$ cat src/rtl/dbell_pkg.sv
package dbell_pkg;

  localparam int DBELL_DATA_W = 32;
  localparam int DBELL_WIN_LSB = 4;

  typedef enum logic [1:0] {
    REG_RING = 2'd0,
    REG_MASK = 2'd1,
    REG_SEEN = 2'd2,
    REG_PEND = 2'd3
  } dbell_reg_e;

  function automatic int idx_width(input int n);
    return (n > 1) ? $clog2(n) : 1;
  endfunction

endpackage

$ cat src/rtl/dbell_port_dec.sv
module dbell_port_dec
  import dbell_pkg::*;
#(
  parameter int NUM_DB      = 8,
  parameter int NUM_MASTERS = 8,
  parameter int DBW         = 3,
  parameter int MIDW        = 3,
  parameter int AW          = 7
) (
  input  logic                                  wr_en,
  input  logic [AW-1:0]                         wr_addr,
  input  logic [NUM_MASTERS-1:0]                wr_mdata,
  input  logic [MIDW-1:0]                       wr_master,
  output logic [NUM_DB-1:0][NUM_MASTERS-1:0]    ring_vec,
  output logic [NUM_DB-1:0]                     mask_we,
  output logic [NUM_DB-1:0][NUM_MASTERS-1:0]    seen_clr,
  output logic [NUM_DB-1:0][NUM_MASTERS-1:0]    pend_clr
);

  logic [DBW-1:0]         sel_db;
  dbell_reg_e             sel_reg;
  logic [NUM_MASTERS-1:0] who_oh;
  logic                   unused_low;

  assign sel_db     = wr_addr[AW-1:DBELL_WIN_LSB];
  assign sel_reg    = dbell_reg_e'(wr_addr[3:2]);
  assign unused_low = ^wr_addr[1:0];

  always_comb begin
    for (int m = 0; m < NUM_MASTERS; m++) begin
      who_oh[m] = (wr_master == MIDW'(m));
    end
  end

  for (genvar d = 0; d < NUM_DB; d++) begin : g_db
    logic hit;
    assign hit = wr_en && (sel_db == DBW'(d));
    assign ring_vec[d] = (hit && (sel_reg == REG_RING) && wr_mdata[0]) ? who_oh : '0;
    assign mask_we[d]  = hit && (sel_reg == REG_MASK);
    assign seen_clr[d] = (hit && (sel_reg == REG_SEEN)) ? wr_mdata : '0;
    assign pend_clr[d] = (hit && (sel_reg == REG_PEND)) ? wr_mdata : '0;
  end

endmodule

$ cat src/rtl/dbell_unit.sv
module dbell_unit #(
  parameter int NUM_MASTERS = 8
) (
  input  logic                   clk,
  input  logic                   rst_n,
  input  logic [NUM_MASTERS-1:0] ring_vec,
  input  logic                   mask_we,
  input  logic [NUM_MASTERS-1:0] mask_wd,
  input  logic [NUM_MASTERS-1:0] seen_clr,
  input  logic [NUM_MASTERS-1:0] pend_clr,
  output logic [NUM_MASTERS-1:0] mask_q,
  output logic [NUM_MASTERS-1:0] seen_q,
  output logic [NUM_MASTERS-1:0] pend_q,
  output logic                   irq
);

  logic [NUM_MASTERS-1:0] mask_d;
  logic [NUM_MASTERS-1:0] seen_d;
  logic [NUM_MASTERS-1:0] pend_d;
  logic                   upd;

  // Rings are judged against the mask held before this cycle's writes,
  // and a ring is ORed in after the clear so it always survives.
  always_comb begin
    mask_d = mask_we ? mask_wd : mask_q;
    seen_d = (seen_q & ~seen_clr) | ring_vec;
    pend_d = (pend_q & ~pend_clr) | (ring_vec & mask_q);
    upd    = mask_we | (|ring_vec) | (|seen_clr) | (|pend_clr);
  end

  always_ff @(posedge clk or negedge rst_n) begin
    if (!rst_n) begin
      mask_q <= '0;
      seen_q <= '0;
      pend_q <= '0;
    end else if (upd) begin
      mask_q <= mask_d;
      seen_q <= seen_d;
      pend_q <= pend_d;
    end
  end

  assign irq = |pend_q;

endmodule

$ cat src/rtl/dbell_rd_mux.sv
module dbell_rd_mux
  import dbell_pkg::*;
#(
  parameter int NUM_DB      = 8,
  parameter int NUM_MASTERS = 8,
  parameter int DBW         = 3,
  parameter int AW          = 7
) (
  input  logic                               clk,
  input  logic                               rst_n,
  input  logic                               rd_en,
  input  logic [AW-1:0]                      rd_addr,
  input  logic [NUM_DB-1:0][NUM_MASTERS-1:0] mask_q,
  input  logic [NUM_DB-1:0][NUM_MASTERS-1:0] seen_q,
  input  logic [NUM_DB-1:0][NUM_MASTERS-1:0] pend_q,
  output logic [DBELL_DATA_W-1:0]            rd_data
);

  logic [DBW-1:0]          rd_db;
  dbell_reg_e              rd_reg;
  logic [DBELL_DATA_W-1:0] rd_nxt;
  logic                    unused_low;

  assign rd_db      = rd_addr[AW-1:DBELL_WIN_LSB];
  assign rd_reg     = dbell_reg_e'(rd_addr[3:2]);
  assign unused_low = ^rd_addr[1:0];

  always_comb begin
    rd_nxt = '0;
    if (int'(rd_db) < NUM_DB) begin
      case (rd_reg)
        REG_MASK: rd_nxt = DBELL_DATA_W'(mask_q[rd_db]);
        REG_SEEN: rd_nxt = DBELL_DATA_W'(seen_q[rd_db]);
        REG_PEND: rd_nxt = DBELL_DATA_W'(pend_q[rd_db]);
        default:  rd_nxt = '0;
      endcase
    end
  end

  always_ff @(posedge clk or negedge rst_n) begin
    if (!rst_n) begin
      rd_data <= '0;
    end else if (rd_en) begin
      rd_data <= rd_nxt;
    end
  end

endmodule

$ cat src/rtl/dbell_ctrl.sv
module dbell_ctrl
  import dbell_pkg::*;
#(
  parameter int  NUM_DB      = 8,
  parameter int  NUM_MASTERS = 8,
  parameter int  NUM_PORTS   = 2,
  localparam int DBW         = idx_width(NUM_DB),
  localparam int MIDW        = idx_width(NUM_MASTERS),
  localparam int AW          = DBW + DBELL_WIN_LSB
) (
  input  logic                              clk,
  input  logic                              rst_n,
  input  logic [NUM_PORTS-1:0]              wr_en,
  input  logic [NUM_PORTS*AW-1:0]           wr_addr,
  input  logic [NUM_PORTS*DBELL_DATA_W-1:0] wr_data,
  input  logic [NUM_PORTS*MIDW-1:0]         wr_master,
  input  logic                              rd_en,
  input  logic [AW-1:0]                     rd_addr,
  output logic [DBELL_DATA_W-1:0]           rd_data,
  output logic [NUM_DB-1:0]                 db_irq
);

  // Reset: asserted at once, released two clock edges later.
  logic [1:0] rst_pipe;
  logic       rst_n_s;

  always_ff @(posedge clk or negedge rst_n) begin
    if (!rst_n) begin
      rst_pipe <= '0;
    end else begin
      rst_pipe <= {rst_pipe[0], 1'b1};
    end
  end
  assign rst_n_s = rst_pipe[1];

  logic [NUM_PORTS-1:0][NUM_DB-1:0][NUM_MASTERS-1:0] ring_p;
  logic [NUM_PORTS-1:0][NUM_DB-1:0]                  mask_we_p;
  logic [NUM_PORTS-1:0][NUM_DB-1:0][NUM_MASTERS-1:0] seen_clr_p;
  logic [NUM_PORTS-1:0][NUM_DB-1:0][NUM_MASTERS-1:0] pend_clr_p;

  for (genvar p = 0; p < NUM_PORTS; p++) begin : g_port
    dbell_port_dec #(
      .NUM_DB(NUM_DB), .NUM_MASTERS(NUM_MASTERS),
      .DBW(DBW), .MIDW(MIDW), .AW(AW)
    ) u_dec (
      .wr_en     (wr_en[p]),
      .wr_addr   (wr_addr[p*AW +: AW]),
      .wr_mdata  (wr_data[p*DBELL_DATA_W +: NUM_MASTERS]),
      .wr_master (wr_master[p*MIDW +: MIDW]),
      .ring_vec  (ring_p[p]),
      .mask_we   (mask_we_p[p]),
      .seen_clr  (seen_clr_p[p]),
      .pend_clr  (pend_clr_p[p])
    );
  end

  logic [NUM_DB-1:0][NUM_MASTERS-1:0] ring_all;
  logic [NUM_DB-1:0][NUM_MASTERS-1:0] seen_clr_all;
  logic [NUM_DB-1:0][NUM_MASTERS-1:0] pend_clr_all;
  logic [NUM_DB-1:0]                  mask_we_all;
  logic [NUM_DB-1:0][NUM_MASTERS-1:0] mask_wd_all;

  // Merge ports: rings and clears OR together; for mask writes the
  // loop runs downward so the lowest-numbered port is applied last.
  always_comb begin
    ring_all     = '0;
    seen_clr_all = '0;
    pend_clr_all = '0;
    mask_we_all  = '0;
    mask_wd_all  = '0;
    for (int p = NUM_PORTS - 1; p >= 0; p--) begin
      ring_all     = ring_all | ring_p[p];
      seen_clr_all = seen_clr_all | seen_clr_p[p];
      pend_clr_all = pend_clr_all | pend_clr_p[p];
      for (int d = 0; d < NUM_DB; d++) begin
        if (mask_we_p[p][d]) begin
          mask_we_all[d] = 1'b1;
          mask_wd_all[d] = wr_data[p*DBELL_DATA_W +: NUM_MASTERS];
        end
      end
    end
  end

  logic [NUM_DB-1:0][NUM_MASTERS-1:0] mask_q;
  logic [NUM_DB-1:0][NUM_MASTERS-1:0] seen_q;
  logic [NUM_DB-1:0][NUM_MASTERS-1:0] pend_q;

  for (genvar d = 0; d < NUM_DB; d++) begin : g_db
    dbell_unit #(.NUM_MASTERS(NUM_MASTERS)) u_unit (
      .clk      (clk),
      .rst_n    (rst_n_s),
      .ring_vec (ring_all[d]),
      .mask_we  (mask_we_all[d]),
      .mask_wd  (mask_wd_all[d]),
      .seen_clr (seen_clr_all[d]),
      .pend_clr (pend_clr_all[d]),
      .mask_q   (mask_q[d]),
      .seen_q   (seen_q[d]),
      .pend_q   (pend_q[d]),
      .irq      (db_irq[d])
    );
  end

  dbell_rd_mux #(
    .NUM_DB(NUM_DB), .NUM_MASTERS(NUM_MASTERS), .DBW(DBW), .AW(AW)
  ) u_rd (
    .clk     (clk),
    .rst_n   (rst_n_s),
    .rd_en   (rd_en),
    .rd_addr (rd_addr),
    .mask_q  (mask_q),
    .seen_q  (seen_q),
    .pend_q  (pend_q),
    .rd_data (rd_data)
  );

  logic unused_wdata;
  assign unused_wdata = ^wr_data;

endmodule

$ cat config.mk
export PLATFORM = sky130hd
export DESIGN_NAME = dbell_ctrl
export DESIGN_NICKNAME = d
export VERILOG_FILES = /design/src/rtl/dbell_pkg.sv /design/src/rtl/dbell_port_dec.sv /design/src/rtl/dbell_unit.sv /design/src/rtl/dbell_rd_mux.sv /design/src/rtl/dbell_ctrl.sv
export SDC_FILE = /design/constraint.sdc
export NUM_CORES = 1
export LEC_CHECK = 0
export BUFFER_PORTS_ARGS = -buffer_cell sky130_fd_sc_hd__buf_2
export CAP_MARGIN = 20
export CORE_ASPECT_RATIO = 1.2
export CORE_MARGIN = 5
export CORE_UTILIZATION = 60
export CTS_CLUSTER_DIAMETER = 100
export DETAILED_ROUTE_END_ITERATION = 8
export HOLD_SLACK_MARGIN = 0.12
export PLACE_DENSITY = 0.85
export SLEW_MARGIN = 5
export SYNTH_ARGS = -nofsm -noshare
export SYNTH_HDL_FRONTEND = slang
export SYNTH_SLANG_ARGS = --single-unit
export TNS_END_PERCENT = 5
$ cat constraint.sdc
create_clock -name clk -period 8.2 [get_ports clk]
set_input_delay 1.23 -clock clk [delete_from_list [all_inputs] [get_ports clk]]
set_output_delay 1.23 -clock clk [all_outputs]
set_load 0.01 [all_outputs]
Yosys cells after proc, flatten, opt, wreduce, memory -nomap -nowiden
Index checks and enable logic that the tools add are counted.
{ "classes": {"n_lt_le_gt_ge": 1, "n_eq_ne": 37, "n_mux": 87, "bitwise": 83, "n_reduce_logical": 142} }
{ "op_table": {"columns": ["op", "count"], "rows": [
  ["8-bit 2-to-1 mux", 67],
  ["8-bit OR reduction", 32],
  ["8-bit bitwise AND", 24],
  ["64-bit OR", 3],
  ["8-bit inverter", 16],
  ["8-bit OR", 16],
  ["1-bit logical AND", 96],
  ["8-bit binary-select mux with 3-bit select", 3],
  ["3-bit equality test (second input constant)", 16],
  ["3-bit by 2-bit equality test with 1-bit output (second input constant)", 8],
  ["1-bit OR", 24],
  ["8-bit one-hot mux with 3 select lines", 1],
  ["1-bit 2-to-1 mux", 16],
  ["2-bit AND reduction", 8],
  ["2-bit equality test (second input constant)", 6],
  ["3-bit by 1-bit equality test with 1-bit output (second input constant)", 4],
  ["3-bit zero test", 4],
  ["2-bit by 1-bit equality test with 1-bit output (second input constant)", 3],
  ["2-bit zero test", 2],
  ["3-bit by 4-bit less-than comparator with 1-bit output (second input constant)", 1]
]} }
{ "word_totals": {"reg_bits": 226, "input_bits": 96, "word_cells": 376} }

Longest topological paths before layout
{ "logic_depth": {"ltp_word": 11, "ltp_mapped": 7, "depth_no_buf": 4} }

Cells and area by module
From an unflattened synthesis, not the netlist that was laid out.
{ "unflattened": {"cells_unflattened": 1859, "hier_area_um2": 15122.0} }
{ "modules_own_cells": {"columns": ["mod", "instances", "cells_each", "area_per_inst_um2"], "rows": [
  ["dbell_unit", 8, 76, 938.4],
  ["dbell_port_dec", 2, 289, 1551.5],
  ["dbell_ctrl", 1, 414, 2304.7],
  ["dbell_rd_mux", 1, 259, 2207.1]
]} }

Least setup slack after synthesis
No wires, ideal clock.
{ "synth_timing": {"path_kind": "input port to flip-flop", "start": "input port wr_addr[13]", "end": "register g_db[0].u_unit.mask_q[6]", "setup_time_ps": 119, "arrival_ps": 2501, "t_required_ps": 8081, "path_slack_ps": 5581, "path_stages": 7, "path_buffers": 3, "path_cell_list": "buf_6 > or4b_4 > buf_6 > o22a_4 > buf_6 > nand2_1 > o21ai_2"} }
{ "synth_between": {"elab_chain_len": 11, "word_cells_on_any_way": 24, "classes_between": "mux: 7; bitwise: 6; reduce/logical: 11"} }
{ "synth_rtl": {"columns": ["element", "line_no", "text"], "rows": [
  ["start: declaration", "dbell_ctrl.sv:14", "input logic [NUM_PORTS*AW-1:0] wr_addr,"],
  ["3-bit zero test (*)", "dbell_port_dec.sv:37", "assign hit = wr_en && (sel_db == DBW'(d));"],
  ["1-bit logical AND (*)", "dbell_port_dec.sv:37", null],
  ["1-bit logical AND (2 in a row)", "dbell_port_dec.sv:38", "assign ring_vec[d] = (hit && (sel_reg == REG_RING) && wr_mdata[0]) ? who_oh : '0;"],
  ["8-bit 2-to-1 mux", "dbell_port_dec.sv:38", null],
  ["64-bit OR", "dbell_ctrl.sv:72", "ring_all = ring_all | ring_p[p];"],
  ["8-bit OR reduction", "dbell_unit.sv:28", "upd = mask_we | (|ring_vec) | (|seen_clr) | (|pend_clr);"],
  ["1-bit OR (3 in a row)", "dbell_unit.sv:28", null],
  ["2-bit AND reduction (no line)", null, null],
  ["end signal: assignment", "dbell_unit.sv:37", "mask_q <= mask_d;"],
  ["end: declaration", "dbell_unit.sv:11", "output logic [NUM_MASTERS-1:0] mask_q,"]
]} }
Mark *: on every way between the ends. The rest lies on a longest branch, timed or not.
A chain may end at the register's enable or synchronous reset.

Worst setup path in the final report
{ "layout_timing": {"start": "input port wr_data[0]", "end": "register g_db[6].u_unit.pend_q[3]"} }
{ "layout_between": {"elab_chain_len": 7, "word_cells_on_any_way": 15, "classes_between": "mux: 3; bitwise: 8; reduce/logical: 4"} }
{ "layout_rtl": {"columns": ["element", "line_no", "text"], "rows": [
  ["start: declaration", "dbell_ctrl.sv:15", "input logic [NUM_PORTS*DBELL_DATA_W-1:0] wr_data,"],
  ["1-bit logical AND", "dbell_port_dec.sv:38", null],
  ["8-bit 2-to-1 mux", "dbell_port_dec.sv:38", null],
  ["64-bit OR", "dbell_ctrl.sv:72", null],
  ["8-bit OR reduction", "dbell_unit.sv:28", null],
  ["1-bit OR (3 in a row)", "dbell_unit.sv:28", null],
  ["end signal: assignment", "dbell_unit.sv:39", "pend_q <= pend_d;"],
  ["end: declaration", "dbell_unit.sv:13", "output logic [NUM_MASTERS-1:0] pend_q,"]
]} }
Parallel ways exist; a longest one is shown, timed or not.

==> out/qor.yml <==
die_w_um: 139
post_cts_buffers: 0
period_share_pct: 38.1
maxCapViolCount: 0
numCtsBuffers: 23
hold_buffers: 0
ys_ff_latch: 202
power_mw: 2.71
tns_ns: 0
power_per_cell_area_nw_per_um2: 212
required_ns: 8.65
synth_cell_types: 50
n_antenna_cell: 0
die_h_um: 164
clock_latency_ns: 0.52
syn_area_um2: 11900
core-area_um2: 19500
hpwl_mm: 30.0
utilization_pct: 65.4
vias: 10700
status: "finished clean"
r2r-end: "g_db[3].u_unit.pend_q[0]"
antenna_found_initial: 0
synthCells: 1190
slew_violations: 0
max-vdd-ir-drop_mv: 0.198
r2r_start: "rst_pipe[1]"
critPathMaxFanout: 26
synth_top_family_by_area: "compound AO/OA/AOI/OAI gates"
ys.flop_type: "dfrtp_1"
yosys.area_share.adder_pct: 0
initial_core_util_pct: 61.0
synth_edf_count: 0
r2r_slack_ns: 6.56
cts_max_level: 1
grt_pass1_vias: 10300
cts-root-buf: "clkbuf_16"
clk_pin_slew_ns: 0.06
clock-sinks: 202
io_pins: 136
cp-end-kind: "flop"
vias_per_cell: 7.31
wl_per_cell_um: 29.8
arrival_ns: 3.57
hold_path_class: "flop to asynchronous set/reset pin"
synth_xor_area_share_pct: 0
synth-compound-area-share_pct: 26.6
synth-async-reset-ratio_pct: 100
synthSimpleGateAreaFrac_pct: 11.9
worstRegToRegCells: 2
grt_max_degree: 76
worst_pin_slew_ns: 1.06
final_nets: 1279
routed_wl_mm: 43.5
place_congestion: 1.03
muxShareOfSynthArea_pct: 13.4
finalClockSkew_ns: 0.0106
area_growth_pct: 7.29
grt_pass1_wl_mm: 64.7
final_antenna_net_count: 0
grt.overflow.total: 0
p_leak_nw: 6.02
critPathKind: "primary input to flop"
final_layout_size_suffix_gt1_share_pct: 11.3
dp.cells: 1418
dr.first_iter.drc_count: 1840
final_common_cell: "dfrtp_1"
yosys_warnings: 0
grt_util_all_layers_pct: 37.5
cts_tree: "built"
num_rows: 56
finalNonFillerCells: 1459
drt_pre_antenna_iters: 6
io_buffers: 57
grt_setup_unrepaired: "no"
clockBufferDepth: 3
final_cell_mix: "201 x dfrtp_1, 167 x a22oi_1, 159 x mux2i_1"
die_area_um2: 22800
drcViolationCount: 0
finalCriticalPeriod_ns: 3.12
setup_violations: 0
postSynthAreaPerCell_um2: 10.0
cts_resized: 0
max_freq_ghz: 0.320
yosysSeqAreaShare_pct: 42.4
relSlewSlack_pct: 29.5
final_hold_viol_count: 0
startpoint_type: "primary input"
==> final cells by class <==
cell class | count | area (µm²)
clock buffer | 33 | 663
clock inverter | 7 | 67.6
fill | 1613 | 6760
inverter | 8 | 30.0
multi-input combinational | 883 | 6270
sequential | 202 | 5060
tap | 261 | 327
timing repair buffer | 65 | 368
==> cells by family (layout without fill, tap and decap cells) <==
| logic type | count (synthesis) | count (layout) |
|---|---|---|
| flops | 202 | 202 |
| buf+inv | 128 | 113 |
| compound gates | 443 | 443 |
| other cells | 2 | 25 |
| mux | 159 | 159 |
| simple gates | 256 | 256 |
==> registers in the layout (all words and copies together), names as in the netlist <==
| name | cells |
|---|---|
| g_db.u_unit.mask_q | 64 |
| g_db.u_unit.pend_q | 64 |
| g_db.u_unit.seen_q | 64 |
| u_rd.rd_data | 8 |
| rst_pipe | 2 |
==> layer usage <==
layer	vias to the layer above	part of all wire (%)	track usage, %
met2	865	44	56.7
met4	0	6.6	20.6
met5	-	0	0
li1	4511	-	-
met1	5125	37	51.5
met3	167	12	7.18
==> synth_stat cells (12+ instances only) <==
cell / count / area, µm²
nor2_1: 63 / 236
buf_2: 24 / 120
buf_4: 36 / 270
nand3_1: 30 / 150
nor4_1: 16 / 100
o21ai_0: 19 / 95.1
o22ai_1: 64 / 400
a21oi_1: 41 / 205
a22oi_1: 167 / 1250
mux2i_1: 159 / 1590
nand2_1: 73 / 274
nand2b_1: 12 / 75.1
a21o_1: 65 / 488
dfrtp_1: 202 / 5050
a22o_1: 64 / 561
clkbuf_1: 54 / 203
==> worst max-delay path, stage by stage <==
cell and delay, ns:
buf_2 0.52, nor4b_2 0.64, nand3_1 0.56, o22ai_1 0.43, a22o_1 0.17
==> power by group <==
group	total [mW]	leakage (nW)	internal [mW]	switching [mW]
logic	0.446	2.98	0.167	0.279
clock network	1.02	0.364	0.593	0.423
registers	1.25	2.68	1.12	0.122
==> metrics by stage <==
stage               setup WS, ns  instance area, µm²  hold slack (ns)
floorplan                   2.15               12000            0.331
global placement            4.69               12000            0.336
detailed placement          4.68               12000            0.339
CTS                         5.20               12800            0.355
global route                5.03               12800            0.296
finish                      5.08               12800            0.267
==> worst max-delay path by stage <==
stage	startpoint	endpoint	cells after the start
3_5_place_dp	rd_addr[5]	u_rd.rd_data[0]	7
5_1_grt	wr_data[0]	g_db[6].u_unit.pend_q[3]	5
4_1_cts	g_db[0].u_unit.pend_q[6]	db_irq[0]	3
3_3_place_gp	rd_addr[5]	u_rd.rd_data[0]	7
2_1_floorplan	rst_pipe[1]	g_db[0].u_unit.mask_q[0]	0
6_report	wr_data[0]	g_db[6].u_unit.pend_q[3]	5
Note: power is estimated with default switching activity, not from simulation.
